[config.mk]
export PLATFORM = sky130hd
export DESIGN_NAME = hall_state_decoder
export DESIGN_NICKNAME = d
export VERILOG_FILES = /design/src/rtl/hall_dec_pkg.sv /design/src/rtl/hall_sync.sv /design/src/rtl/hall_datapath.sv /design/src/rtl/hall_control.sv /design/src/rtl/hall_state_decoder.sv
export SDC_FILE = /design/constraint.sdc
export NUM_CORES = 1
export LEC_CHECK = 0
export ABC_AREA = 1
export BUFFER_PORTS_ARGS = -buffer_cell sky130_fd_sc_hd__buf_4
export CAP_MARGIN = 15
export CORE_AREA = 2 2 39 41
export DETAILED_ROUTE_END_ITERATION = 6
export DIE_AREA = 0 0 41 43
export PLACE_DENSITY_LB_ADDON = 0.12
export RECOVER_POWER = 25
export SYNTH_ARGS = -nofsm -noshare
export SYNTH_HDL_FRONTEND = slang
export SYNTH_SLANG_ARGS = --single-unit
export TNS_END_PERCENT = 1
[constraint.sdc]
create_clock -name clk -period 2.3 [get_ports clk]
set_clock_uncertainty 0.15 [all_clocks]
set_input_delay 0.23 -clock clk [delete_from_list [all_inputs] [get_ports clk]]
set_output_delay 0.23 -clock clk [all_outputs]
set_load 0.01 [all_outputs]
[src/rtl/hall_dec_pkg.sv]
package hall_dec_pkg;
  localparam int SENSOR_W = 3;
  localparam int STATE_W  = SENSOR_W + 1;

  typedef struct packed {
    logic loadState;
    logic errNext;
  } hallCtrl_t;

  function automatic logic isBadCode(input logic [SENSOR_W-1:0] code);
    return (code == '0) || (code == '1);
  endfunction
endpackage

[src/rtl/hall_sync.sv]
module hall_sync #(
  parameter int WIDTH  = 3,
  parameter int STAGES = 2
) (
  input  logic             clk,
  input  logic             rstN,
  input  logic [WIDTH-1:0] asyncIn,
  output logic [WIDTH-1:0] syncOut
);
  for (genvar b = 0; b < WIDTH; b++) begin : gBit
    logic [STAGES-1:0] chain;
    always_ff @(posedge clk or negedge rstN) begin
      if (!rstN) chain <= '0;
      else       chain <= {chain[STAGES-2:0], asyncIn[b]};
    end
    assign syncOut[b] = chain[STAGES-1];
  end


  sync_latency_chk: assert property (@(posedge clk) disable iff (!rstN)
    $past(rstN, 2) |-> (syncOut == $past(asyncIn, 2)));
endmodule

[src/rtl/hall_datapath.sv]
module hall_datapath
  import hall_dec_pkg::*;
(
  input  logic                clk,
  input  logic                rstN,
  input  logic [SENSOR_W-1:0] syncSensors,
  input  logic                threeMode,
  input  logic                dirBit,
  input  hallCtrl_t           ctrl,
  output logic [STATE_W-1:0]  nextState,
  output logic [STATE_W-1:0]  stateQ,
  output logic                errQ
);
  logic [SENSOR_W-1:0] codeMasked;

  always_comb begin
    codeMasked = syncSensors;
    if (!threeMode) codeMasked[SENSOR_W-1] = 1'b0;
    nextState = {dirBit, codeMasked};
  end

  always_ff @(posedge clk or negedge rstN) begin
    if (!rstN) begin
      stateQ <= '0;
      errQ   <= 1'b0;
    end else begin
      if (ctrl.loadState) stateQ <= nextState;
      errQ <= ctrl.errNext;
    end
  end


  two_sensor_zero_chk: assert property (@(posedge clk) disable iff (!rstN)
    !$past(threeMode) |-> !stateQ[SENSOR_W-1]);


  err_code_chk: assert property (@(posedge clk) disable iff (!rstN)
    errQ |-> (isBadCode(stateQ[SENSOR_W-1:0]) && $past(threeMode)));
endmodule

[src/rtl/hall_control.sv]
module hall_control
  import hall_dec_pkg::*;
(
  input  logic               clk,
  input  logic               rstN,
  input  logic [STATE_W-1:0] nextState,
  input  logic [STATE_W-1:0] stateQ,
  input  logic               threeMode,
  output hallCtrl_t          ctrl,
  output logic               updateStrobe
);
  always_comb begin
    ctrl.loadState = (nextState != stateQ);
    ctrl.errNext   = threeMode && isBadCode(nextState[SENSOR_W-1:0]);
  end

  always_ff @(posedge clk or negedge rstN) begin
    if (!rstN) updateStrobe <= 1'b0;
    else       updateStrobe <= ctrl.loadState;
  end
endmodule

[src/rtl/hall_state_decoder.sv]
module hall_state_decoder
  import hall_dec_pkg::*;
(
  input  logic       clk,
  input  logic       rstN,
  input  logic [2:0] sensorIn,
  input  logic       threeSensorMode,
  input  logic       dirIn,
  output logic [3:0] stateOut,
  output logic       updateStrobe,
  output logic       codeError
);
  logic [SENSOR_W-1:0] syncSensors;
  logic [STATE_W-1:0]  nextState;
  hallCtrl_t           ctrl;

  hall_sync #(.WIDTH(SENSOR_W), .STAGES(2)) uSync (
    .clk(clk), .rstN(rstN), .asyncIn(sensorIn), .syncOut(syncSensors)
  );

  hall_datapath uDp (
    .clk(clk), .rstN(rstN), .syncSensors(syncSensors),
    .threeMode(threeSensorMode), .dirBit(dirIn), .ctrl(ctrl),
    .nextState(nextState), .stateQ(stateOut), .errQ(codeError)
  );

  hall_control uCtl (
    .clk(clk), .rstN(rstN), .nextState(nextState), .stateQ(stateOut),
    .threeMode(threeSensorMode), .ctrl(ctrl), .updateStrobe(updateStrobe)
  );


  strobe_on_change_chk: assert property (@(posedge clk) disable iff (!rstN)
    (stateOut != $past(stateOut)) |-> updateStrobe);


  no_idle_strobe_chk: assert property (@(posedge clk) disable iff (!rstN)
    updateStrobe |-> (stateOut != $past(stateOut)));


  dir_bit_chk: assert property (@(posedge clk) disable iff (!rstN)
    stateOut[3] == $past(dirIn));
endmodule

==> flow_summary.toml <==
[run_status]
status = "completed"

[min_path]
hold_path_class = "in -> reg"

[routing]
drt_iter0_markers = 0
drt-wirelength-per-cell_um = 9.373
vias_per_cell = 4.133
drc = 0
routed-via-count = 310
drt_pass1_iterations = 1
drt-total-wl_um = 703
ant_nets = 0

[placement]
post-dp-hpwl_um = 494.1
port_buffers = 12
gp_congestion = 0.6855
dpl.cell_count = 67
place_ws_ns = 1.305

[layout]
nFillCells = 131
final_cell_mix = "12 x nand2_1, 12 x dfrtp_1, 11 x buf_4, 6 x inv_1"
antennaDiodeCount = 0
area_growth_pct = 40.00
fin_cells = 75
drive_gt1_share_pct = 25.42
fin_nets = 68

[worst_setup_path]
cpPeakStageDelay_ns = 0.54
worstSetupPathType = "in -> reg"
cp_cell_sequence = "dlygate4sd3_1, buf_4, nor2_1, nor2_1, nor2_1, nand2_1"
cpMostUsedCell = "nor2_1"
end_kind = "register"
required_ns = 2.31
slowest_stage = "dlygate4sd3_1"
path_buf_inv = 2
worstPathArrival_ns = 1.21
cp_max_fo = 3
startpoint_type = "input port"
cp_top_family = "buffers and inverters"

[sta]
max_freq_mhz = 833.5
setup_viol_count_final = 0
tightest_slew_ns = 0.6222
rsz0062_at_grt = "no"
max_slew_margin_pct = 58.52
tns_ns = 0
whs_ns = 0.03678
fin_ws_ns = 1.100
min_period_ns = 1.200
hold_viol = 0
maxSlewViolCount = 0
fin_crit_sh_pct = 52.16

[synthesis]
ys_ff_latch = 12
ys_seq_area_share_pct = 71.64
synthTopCellsByArea = "dfrtp_1 72%, nand2_1 11%, inv_1 5.4%"
synth_cell_types = 8
postSynthAreaPerCell_sq_um = 9.980
synth_area_leader_cell = "dfrtp_1"
ys_warn_count = 0
netlist_area_sq_um = 419.2
synth_top_area_share_pct = 71.64
syn_nets = 49
syn_inst = 42

[floorplan]
fp.dieArea_sq_um = 1763
start_util_pct = 30.29
num_io_pins = 13
die_x_um = 41
die_y_um = 43
rows = 14
core_sq_um = 1384

[global_routing]
grt-ovfl-total = 0
grt.total_usage_pct = 10.85
antenna_found_initial = 0
grt_pass1_vias = 295
grt_pass1_wl_um = 1179
grt_max_degree = 13

[power]
p_comb_share_pct = 10.6
power_frac_clock_pct = 30.9
internal_power_w = 0.0003050
switching_share_pct = 21.86
ir_worst_vdd_uv = 316.3
power_density_nw_per_um2 = 665.1
p_leak_nw = 0.3140
pwr-share-seq_pct = 58.5
p_sw_w = 0.00008530

[clocking]
clockRootBuffer = "clkbuf_4"
cts.clk_slew.worst_paths_ns = 0.07
ctsHtreeMaxLevel = 1
cts_sinks = 12
ctsHoldBuffers = 5
cts_setup_buffers = 0
cts_buffers = 3
cts_tree = "yes"
cts_resized = 0
cts_max_path_buffers = 2
worstSkewPairLatency_ns = 0.25

[run]
drv_cap = 0
Yosys cell counts:
| master | instances |
|---|---|
| a21boi_1 | 1 |
| clkbuf_1 | 3 |
| nor2_1 | 5 |
| nand3_1 | 2 |
| dfrtp_1 | 12 |
| inv_2 | 1 |
| inv_1 | 6 |
| nand2_1 | 12 |
flip-flops by register name (all words and copies together), names as in the netlist:
name / count
uCtl.updateStrobe: 1
uSync.gBit.chain: 6
uDp.errQ: 1
uDp.stateQ: 4
metrics by stage:
stage                     util, %  power (W)  area (sq um)
after global placement      37.43  0.0002674         518.0
after global routing        42.41  0.0004165         586.8
final                       42.41  0.0003903         586.8
after floorplan                 -  0.0002465         419.2
after CTS                   42.68  0.0004012         590.6
after detailed placement    37.43  0.0002690         518.0
path summary, 6_finish.rpt:
| path | from | to | slack, ns | cells after the start |
|---|---|---|---|---|
| max | dirIn | uCtl.updateStrobe | 1.10 | 6 |
| min | threeSensorMode | uDp.stateQ[2] | 0.04 | 3 |
| max reg2reg | uSync.gBit[2].chain[1] | uCtl.updateStrobe | 1.32 | 5 |
| min reg2reg | uSync.gBit[0].chain[0] | uSync.gBit[0].chain[1] | 0.20 | 0 |
| max in group asynchronous | rstN | uSync.gBit[1].chain[1] | 1.25 | 2 |
| min in group asynchronous | rstN | uCtl.updateStrobe | 0.34 | 2 |
kinds of logic after synthesis:
logic type             Yosys count  synth area share (%)
AND/OR/NAND/NOR                 19                 17.61
flip-flops                      12                 71.64
buffers and inverters           10                 8.954
AO/OA/AOI/OAI                    1                 1.792
area by class of cell:
class | instances | area (sq um) | area share [%]
Timing Repair Buffer | 17 | 136.4 | 23.24
Inverter | 7 | 26.28 | 4.478
Sequential cell | 12 | 300.3 | 51.17
Multi-Input combinational cell | 20 | 81.33 | 13.86
Tap cell | 16 | 20.02 | 3.412
Clock buffer | 3 | 22.52 | 3.838
per-layer routing:
layer,GRT usage [%],share of wire [%],wire (um)
met1,10.62,37,262
met2,15.94,56,392
met5,0,0,0
met4,10.00,1.4,10
met3,4.712,5.5,39
power groups by stage:
stage / clock [W] / combinational [W] / sequential (W)
floorplan: 0 / 0.0000124 / 0.000234
global placement: 0 / 0.0000356 / 0.000232
detailed placement: 0 / 0.0000363 / 0.000233
CTS: 0.000130 / 0.0000431 / 0.000229
global route: 0.000140 / 0.0000467 / 0.000230
finish: 0.000121 / 0.0000413 / 0.000228
worst min-delay path, cell delays in order:
cell     delay, ns
buf_4         0.09
nand2_1       0.05
inv_1         0.05
Power figures use the tool's default switching activity.
